==> src/rtl/wlc_pkg.sv <==
package wlc_pkg;
  typedef logic [2:0] fsm_code_t;
  localparam fsm_code_t ST_DIAG   = 3'd2;
  localparam fsm_code_t ST_ACTIVE = 3'd3;
  localparam fsm_code_t ST_SAFE   = 3'd4;

  function automatic logic state_locks(fsm_code_t s);
    return (s == ST_ACTIVE) || (s == ST_SAFE);
  endfunction
endpackage

==> src/rtl/wlc_swlock.sv <==
module wlc_swlock (
  input  logic clk_i,
  input  logic rst_ni,
  input  logic in_diag_i,
  input  logic lock_i,
  input  logic unlock_i,
  output logic sw_lock_o
);
  logic lock_q;

  always_ff @(posedge clk_i or negedge rst_ni) begin
    if (!rst_ni)                      lock_q <= 1'b0;
    else if (in_diag_i && lock_i)     lock_q <= 1'b1;  // lock has priority
    else if (in_diag_i && unlock_i)   lock_q <= 1'b0;
  end

  assign sw_lock_o = lock_q;

  a_r4_lock_wins: assert property (@(posedge clk_i) disable iff (!rst_ni)
    (in_diag_i && lock_i && unlock_i) |=> lock_q);

  a_r3_cmds_outside_diag: assert property (@(posedge clk_i) disable iff (!rst_ni)
    !in_diag_i |=> $stable(lock_q));
endmodule

==> src/rtl/wlc_cfglock.sv <==
module wlc_cfglock (
  input  logic clk_i,
  input  logic rst_ni,
  input  logic load_i,
  input  logic bit_i,
  output logic cfg_lock_o
);
  logic cfg_q;

  always_ff @(posedge clk_i or negedge rst_ni) begin
    if (!rst_ni)     cfg_q <= 1'b0;
    else if (load_i) cfg_q <= bit_i;
  end

  assign cfg_lock_o = cfg_q;
endmodule

==> src/rtl/wlc_decide.sv <==
module wlc_decide #(
  parameter int                  AW          = 4,
  parameter logic [(1<<AW)-1:0]  LOCK_MASK   = 16'h00F1,
  parameter logic [AW-1:0]       ERRCFG_ADDR = 4'h5,
  parameter logic [AW-1:0]       CFGLK_ADDR  = 4'h6
) (
  input  logic          state_lock_i,
  input  logic          in_diag_i,
  input  logic          sw_lock_i,
  input  logic          cfg_lock_i,
  input  logic          wr_en_i,
  input  logic [AW-1:0] wr_addr_i,
  output logic          allow_o,
  output logic          block_o
);
  logic lockable_ok;
  logic permit;

  always_comb begin
    lockable_ok = !LOCK_MASK[wr_addr_i] || (!state_lock_i && !sw_lock_i);
    if (wr_addr_i == CFGLK_ADDR)
      permit = in_diag_i && !sw_lock_i;
    else
      permit = lockable_ok && !((wr_addr_i == ERRCFG_ADDR) && cfg_lock_i);
  end

  assign allow_o = wr_en_i && permit;
  assign block_o = wr_en_i && !permit;
endmodule

==> src/rtl/wr_lock_ctrl.sv <==
module wr_lock_ctrl
  import wlc_pkg::*;
#(
  parameter int                  AW          = 4,
  parameter int                  DW          = 8,
  parameter logic [(1<<AW)-1:0]  LOCK_MASK   = 16'h00F1,
  parameter logic [AW-1:0]       ERRCFG_ADDR = 4'h5,
  parameter logic [AW-1:0]       CFGLK_ADDR  = 4'h6,
  parameter int                  CFGLK_BIT   = 0
) (
  input  logic          clk_i,
  input  logic          rst_ni,
  input  logic [2:0]    state_i,
  input  logic          lock_cmd_i,
  input  logic          unlock_cmd_i,
  input  logic          wr_en_i,
  input  logic [AW-1:0] wr_addr_i,
  input  logic [DW-1:0] wr_data_i,
  output logic          wr_allow_o,
  output logic          wr_block_o
);
  logic in_diag, state_lock, sw_lock, cfg_lock, cfg_load;

  assign in_diag    = (state_i == ST_DIAG);
  assign state_lock = state_locks(state_i);
  assign cfg_load   = wr_allow_o && (wr_addr_i == CFGLK_ADDR);

  wlc_swlock u_swlock (
    .clk_i, .rst_ni,
    .in_diag_i (in_diag),
    .lock_i    (lock_cmd_i),
    .unlock_i  (unlock_cmd_i),
    .sw_lock_o (sw_lock)
  );

  wlc_cfglock u_cfglock (
    .clk_i, .rst_ni,
    .load_i     (cfg_load),
    .bit_i      (wr_data_i[CFGLK_BIT]),
    .cfg_lock_o (cfg_lock)
  );

  wlc_decide #(
    .AW(AW), .LOCK_MASK(LOCK_MASK), .ERRCFG_ADDR(ERRCFG_ADDR), .CFGLK_ADDR(CFGLK_ADDR)
  ) u_decide (
    .state_lock_i (state_lock),
    .in_diag_i    (in_diag),
    .sw_lock_i    (sw_lock),
    .cfg_lock_i   (cfg_lock),
    .wr_en_i,
    .wr_addr_i,
    .allow_o      (wr_allow_o),
    .block_o      (wr_block_o)
  );

  a_r1_state_lock: assert property (@(posedge clk_i) disable iff (!rst_ni)
    (wr_en_i && (state_i == ST_ACTIVE || state_i == ST_SAFE) && LOCK_MASK[wr_addr_i])
      |-> !wr_allow_o);

  a_r7_unlockable_open: assert property (@(posedge clk_i) disable iff (!rst_ni)
    (wr_en_i && !LOCK_MASK[wr_addr_i] && wr_addr_i != CFGLK_ADDR) |-> wr_allow_o);

  a_r10_one_outcome: assert property (@(posedge clk_i) disable iff (!rst_ni)
    wr_en_i |-> ($countones({wr_allow_o, wr_block_o}) == 1));

  a_r10_idle_quiet: assert property (@(posedge clk_i) disable iff (!rst_ni)
    !wr_en_i |-> (!wr_allow_o && !wr_block_o));

  a_r8_cfg_guarded: assert property (@(posedge clk_i) disable iff (!rst_ni)
    !(in_diag && !sw_lock) |=> $stable(cfg_lock));
endmodule

==> config.mk <==
export PLATFORM = sky130hd
export DESIGN_NAME = wr_lock_ctrl
export DESIGN_NICKNAME = d
export VERILOG_FILES = /design/src/rtl/wlc_pkg.sv /design/src/rtl/wlc_swlock.sv /design/src/rtl/wlc_cfglock.sv /design/src/rtl/wlc_decide.sv /design/src/rtl/wr_lock_ctrl.sv
export SDC_FILE = /design/constraint.sdc
export NUM_CORES = 1
export LEC_CHECK = 0
export ABC_AREA = 1
export BUFFER_PORTS_ARGS = -buffer_cell sky130_fd_sc_hd__buf_4
export CAP_MARGIN = 25
export CORE_AREA = 3 3 40 42
export CTS_BUF_LIST = sky130_fd_sc_hd__clkbuf_4
export CTS_CLUSTER_SIZE = 10
export DETAILED_ROUTE_END_ITERATION = 12
export DIE_AREA = 0 0 43 45
export GPL_TIMING_DRIVEN = 1
export PLACE_DENSITY = 0.51
export SYNTH_ARGS = -nofsm -noshare
export SYNTH_HDL_FRONTEND = slang
export SYNTH_SLANG_ARGS = --single-unit
==> constraint.sdc <==
create_clock -name clk_i -period 1.1 [get_ports clk_i]
set_clock_uncertainty 0.05 [all_clocks]
set_input_delay 0.22 -clock clk_i [delete_from_list [all_inputs] [get_ports clk_i]]
set_output_delay 0.22 -clock clk_i [all_outputs]
set_load 0.02 [all_outputs]
==> results of run 1 <==
==> repair_timing <==
| item | 4_1_cts | 5_1_grt |
|---|---|---|
| pin swaps | 1 | 1 |
| endpoints found under the hold margin | 2 | 0 |
| hold buffers | 1 | 0 |
| resized for setup | 2 | 1 |
| endpoints found under the setup margin | 2 | 2 |
==> sequential cells by signal, indices dropped and copies added (netlist names) <==
signal and flops:
u_swlock.sw_lock_o 1, u_cfglock.cfg_lock_o 1
==> cells by family after synthesis <==
group                  Yosys count  share of synthesized area
DFF                              2                      0.247
and+or+nand+nor                 21                      0.444
buffers and inverters           10                      0.185
AOI/OAI and AO/OA                5                      0.123
==> synthesized netlist by cell type <==
cell     count  area [sq um]
nand2_1     13          48.8
inv_1        8          30.0
nor2_1       4          15.0
o21ai_0      3          15.0
dfrtp_1      2          50.1
inv_2        2          7.51
nand3_1      2          10.0
a21oi_1      1          5.00
nand3_2      1          10.0
nor2_2       1          6.26
o21ai_1      1          5.00
==> report_power, final <==
group          total, mW  internal, mW  switching, mW  leakage [nW]
logic              0.145        0.0804         0.0645         0.199
registers         0.0885        0.0838        0.00467        0.0255
clock network      0.159         0.120         0.0385        0.0138
==> worst max-delay path, cell delays in order (launching register included) <==
cell     delay [ps]
dfrtp_1         360
inv_1            50
nand2_1          40
nor2_1          110
nand2_2          80
a21oi_2         110
buf_4           140
==> worst paths after layout <==
check | depth (start not counted) | end | from
setup / recovery | 6 | wr_allow_o | u_swlock.sw_lock_o
hold / removal | 3 | u_cfglock.cfg_lock_o | wr_data_i[0]
setup reg to reg | 5 | u_cfglock.cfg_lock_o | u_swlock.sw_lock_o
hold reg to reg | 2 | u_cfglock.cfg_lock_o | u_cfglock.cfg_lock_o
max in group asynchronous | 2 | u_swlock.sw_lock_o | rst_ni
min in group asynchronous | 2 | u_cfglock.cfg_lock_o | rst_ni
==> cell type report <==
class	instances	area [sq um]
Tap cell	15	18.8
Timing Repair Buffer	20	156
Fill cell	151	868
Multi-Input combinational cell	26	131
Sequential cell	2	50.0
Clock buffer	3	22.5
Inverter	10	37.5
==> layer usage <==
layer | wire length (um) | up-vias
li1 | - | 161
met1 | 217 | 112
met2 | 239 | 8
met3 | 40 | 0
met4 | 0 | 0
met5 | 0 | -
==> flow_summary.toml, run 1 <==
[sta]
timing_hold_violations_final = 0
fin_crit_sh = 1.26
grt_setup_unrepaired = "yes"
worst_slew_pin_slew_ps = 181
fin_hold_ws_ps = 196
period_needed_ps = 1390
setup_viol = 2
final.setup.worst_slack_ps = -287
maxSlewViolCount = 0
timing.fmax_mhz = 721
final.setup.tns_ps = -558
relSlewSlack = 0.878

[floorplan]
coreArea_sq_um = 1280
row_count = 13
dieHeight_um = 45
die-width_um = 43
initial_util = 0.158
io-pin-count = 22
floorplan.die_area_sq_um = 1940

[detailed_routing]
drc = 0
route.detailed.wl_per_inst_um = 6.55
routed_via_density = 3.70
routed_wirelength_um = 498
dr.first_iter.drc_count = 2
route.vias.total = 281
drt.antenna.violating_nets = 0
detailedRoute.firstPassIterationCount = 2

[global_routing]
first_global_vias = 223
globalRouteMet1Util = 0.0675
track_usage = 0.0575
number_of_antenna_violations_at_the_first_check_in_global_routing = 0
global_route.peak_usage_layer = "met2"
grt_overflow_total = 0
gr-usage-met3 = 0.0279
maximum_number_of_pins_on_one_net_before_global_route_repair = 5
groute.layer.met2.usage = 0.0749
grt_first_pass_wirelength_um = 786

[clock_tree]
htreeDepth = 1
cts_buffers = 3
skew_pair_late_insertion_delay_ps = 220
clk_pin_slew_worst_paths_ps = 30
numClockSinks = 2
root_buffer = "clkbuf_4"
postCtsSetupRepairBufs = 0
clock_path_buffers = 2
clock_tree_from_tritoncts = "yes"

[finish]
most_frequent_cells_in_the_layout = "18 x buf_4, 11 x nand2_1, 8 x inv_1, 3 x nor2_1, 3 x clkbuf_4"
finalNonFillerCells = 76
mostFrequentLayoutCell = "buf_4"
antennaDiodeCount = 0
post_route_cells_drive_above_1_share = 0.492
final_area_sq_um = 417
area.growth.synth_to_final_pct = 106
design.final.nets = 83
final_util = 0.324

[setup_path]
timing.reg2reg.setup_slack_ps = 140
path_max_fanout = 2
cp-end-kind = "output pin"
cp_launch_type = "register"
cp_data_arrival_time_ps = 1120
req_time_crit_path_ps = 830
timing.setup.critical_path_class = "reg2out"

[place]
placement.cell_area_sq_um = 375
dpl_worst_slack_ps = -142
place_hpwl_um = 447
io_buffers = 14
place_congestion = 0.600
dpl.cell_count = 72

[status]
run_status = "complete, but fails checks"
failed_checks = "setup timing"

[synth]
yosysSeqAreaShare = 0.247
synth.cell_area_sq_um = 203
number_of_library_cell_types_mapped_by_synthesis = 11
yosysWarningCount = 0
syn_area_per_cell_sq_um = 5.33
syn_nets = 58
ys_ff_latch = 2
synth_cells = 38

[flow_run]
max_cap_violations = 0

[worst_hold_path]
timing.hold.worst.class = "in2reg"

[power_and_ir_drop]
pwr_density_cell_nw_per_um2 = 941
power.total_mw = 0.392
power_leakage_nw = 0.239
worst_ir_drop_vdd_mv = 0.497
Note: power is estimated with default switching activity, not from simulation.
==> run 2: changes to the inputs <==
ABC_AREA = default   (was 1)
PLACE_DENSITY = 0.48   (was 0.51)
==> run 2 against run 1 <==
The run still ends with setup timing left. Sequential share of layout area increased by 0.85 points. Clock-buffer cell count unchanged. Largest cell class unchanged. Critical path depth decreased by 2. First-iteration DRC count increased by 100%.
==> flow_summary.toml, run 2 <==
[status]
run_status = "complete, but fails checks"
failed_checks = "setup timing"

[synth]
synth_edf_count = 0
synth_top_cells_by_area = "dfrtp_1 30%, nand2b_1 7.4%, nor2b_1 7.4%"
yosysMostFrequentCell = "nor2_1"
syn_area_per_cell_sq_um = 8.04
number_of_library_cell_types_mapped_by_synthesis = 14
synth_cells = 21
yosysWarningCount = 0
synth-main-ff-cell = "dfrtp_1"
async_reset_ff_frac = 1.00
yosysSeqAreaShare = 0.296
ys_ff_latch = 2
post-synth-top-area-fraction = 0.296
syn_nets = 41
synth.cell_area_sq_um = 169
netlist.top_cell.by_area = "dfrtp_1"

[global_routing]
grt_overflow_total = 0
grt_first_pass_wirelength_um = 724
number_of_antenna_violations_at_the_first_check_in_global_routing = 0
first_global_vias = 196
maximum_number_of_pins_on_one_net_before_global_route_repair = 4
track_usage = 0.0542

[power_and_ir_drop]
pwr_density_cell_nw_per_um2 = 1040
power.total_mw = 0.404
power_leakage_nw = 0.194
worst_ir_drop_vdd_mv = 0.533

[place]
place_congestion = 0.608
io_buffers = 14
dpl.cell_count = 55
place_hpwl_um = 404

[finish]
final_util = 0.303
mostFrequentLayoutCell = "buf_4"
finalNonFillerCells = 60
antennaDiodeCount = 0
fillCellCount = 149
design.final.nets = 67
post_route_cells_drive_above_1_share = 0.578
area.growth.synth_to_final_pct = 130
most_frequent_cells_in_the_layout = "19 x buf_4, 3 x nor2_1, 3 x clkbuf_4"

[clock_tree]
htreeDepth = 1
clock_path_buffers = 2
cts_buffers = 3
clk_pin_slew_worst_paths_ps = 30
root_buffer = "clkbuf_4"
skew_pair_late_insertion_delay_ps = 220
numClockSinks = 2
clock_tree_from_tritoncts = "yes"

[detailed_routing]
route.vias.total = 230
detailedRoute.firstPassIterationCount = 4
routed_wirelength_um = 470
route.detailed.wl_per_inst_um = 7.83
drc = 0
dr.first_iter.drc_count = 4
routed_via_density = 3.83
drt.antenna.violating_nets = 0

[sta]
timing.fmax_mhz = 607
fin_hold_ws_ps = 175
worst_slew_pin_slew_ps = 385
relSlewSlack = 0.743
grt_setup_unrepaired = "yes"
period_needed_ps = 1650
timing_hold_violations_final = 0
fin_crit_sh = 1.50
final.setup.worst_slack_ps = -549
maxSlewViolCount = 0
final.setup.tns_ps = -1400
setup_viol = 3

[setup_path]
reg2reg_to = "u_cfglock.cfg_lock_o"
cp_launch_type = "register"
rr_worst_depth = 4
timing.setup.critical_path_class = "reg2out"
path_max_fanout = 2
cp-end-kind = "output pin"
worstReg2RegStart = "u_cfglock.cfg_lock_o"
timing.reg2reg.setup_slack_ps = -360
req_time_crit_path_ps = 830
cp_data_arrival_time_ps = 1380

[worst_hold_path]
min_delay_path_depth = 2
worstHoldEndpoint = "u_cfglock.cfg_lock_o"
timing.hold.worst.class = "in2reg"
hold_start = "wr_data_i[0]"

[flow_run]
max_cap_violations = 0

[floorplan]
floorplan.die_area_sq_um = 1940
coreArea_sq_um = 1280
dieHeight_um = 45
io-pin-count = 22
initial_util = 0.131
row_count = 13
die-width_um = 43
run 2: changes by cell type in the layout (fill, tap and decap cells not counted), moves of 2 or more:
cell / before / now
nor2b_1: 0 / 2
nand2_1: 11 / 2
nand2b_1: 0 / 2
o21ai_0: 2 / 0
inv_1: 8 / 2
nand3_1: 2 / 0
nand2_2: 2 / 0
o21ai_1: 2 / 0
inv_2: 2 / 0
run 2: metrics by stage:
stage | cell area [sq um] | setup slack [ps]
2_1_floorplan | 178 | -264
3_3_place_gp | 339 | -478
3_5_place_dp | 339 | -481
4_1_cts | 389 | -570
5_1_grt | 389 | -620
6_report | 389 | -549
run 2: power by group:
part	switching, mW	leakage [nW]	internal, mW
Combinational	0.0533	0.155	0.0935
Sequential	0.00686	0.0248	0.0899
Clock	0.0404	0.0138	0.120
Total	0.101	0.194	0.304
run 2: worst max-delay path: stages (launching register included):
cell	delay, ps
dfrtp_1	360
a221o_1	340
o221ai_2	180
and2_4	170
buf_6	100
run 2: logic make-up (layout without fill, tap and decap cells):
| kind of cell | after synthesis | after routing | synth area share |
|---|---|---|---|
| buf+inv | 2 | 26 | 0.0445 |
| compound gates | 4 | 4 | 0.200 |
| simple gates | 12 | 12 | 0.393 |
| mux | 1 | 1 | 0.0667 |
| flops | 2 | 2 | 0.296 |
run 2: worst max path at each step:
stage / startpoint / endpoint / slack [ps] / cells after the start
global route: u_cfglock.cfg_lock_o / wr_allow_o / -620 / 4
detailed placement: wr_addr_i[1] / wr_allow_o / -480 / 6
global placement: wr_addr_i[1] / wr_allow_o / -480 / 6
CTS: u_cfglock.cfg_lock_o / wr_allow_o / -570 / 4
finish: u_cfglock.cfg_lock_o / wr_allow_o / -550 / 4
floorplan: u_cfglock.cfg_lock_o / wr_allow_o / -260 / 3
run 2: final cells by class:
cell class	instances	area, sq um	area share
repair buffers	21	164	0.421
flip-flops and latches	2	50.0	0.129
multi-input cells	17	126	0.325
inverters	2	7.51	0.0193
well taps	15	18.8	0.0482
clock buffers	3	22.5	0.0579
run 2: repair_timing:
action / CTS / global route
resized for setup: 2 / 0
pin swaps: 1 / 0
endpoints found under the hold margin: 2 / 0
setup endpoints to repair: 3 / 3
setup buffers: 1 / 0
hold buffers: 1 / 0
run 2: metal layers:
layer | vias to the layer above | track usage | wire length [um]
met5 | - | 0 | 0
met4 | 0 | 0.0361 | 0
met3 | 0 | 0.0398 | 49
met2 | 9 | 0.0689 | 231
met1 | 97 | 0.0628 | 189
li1 | 124 | - | -
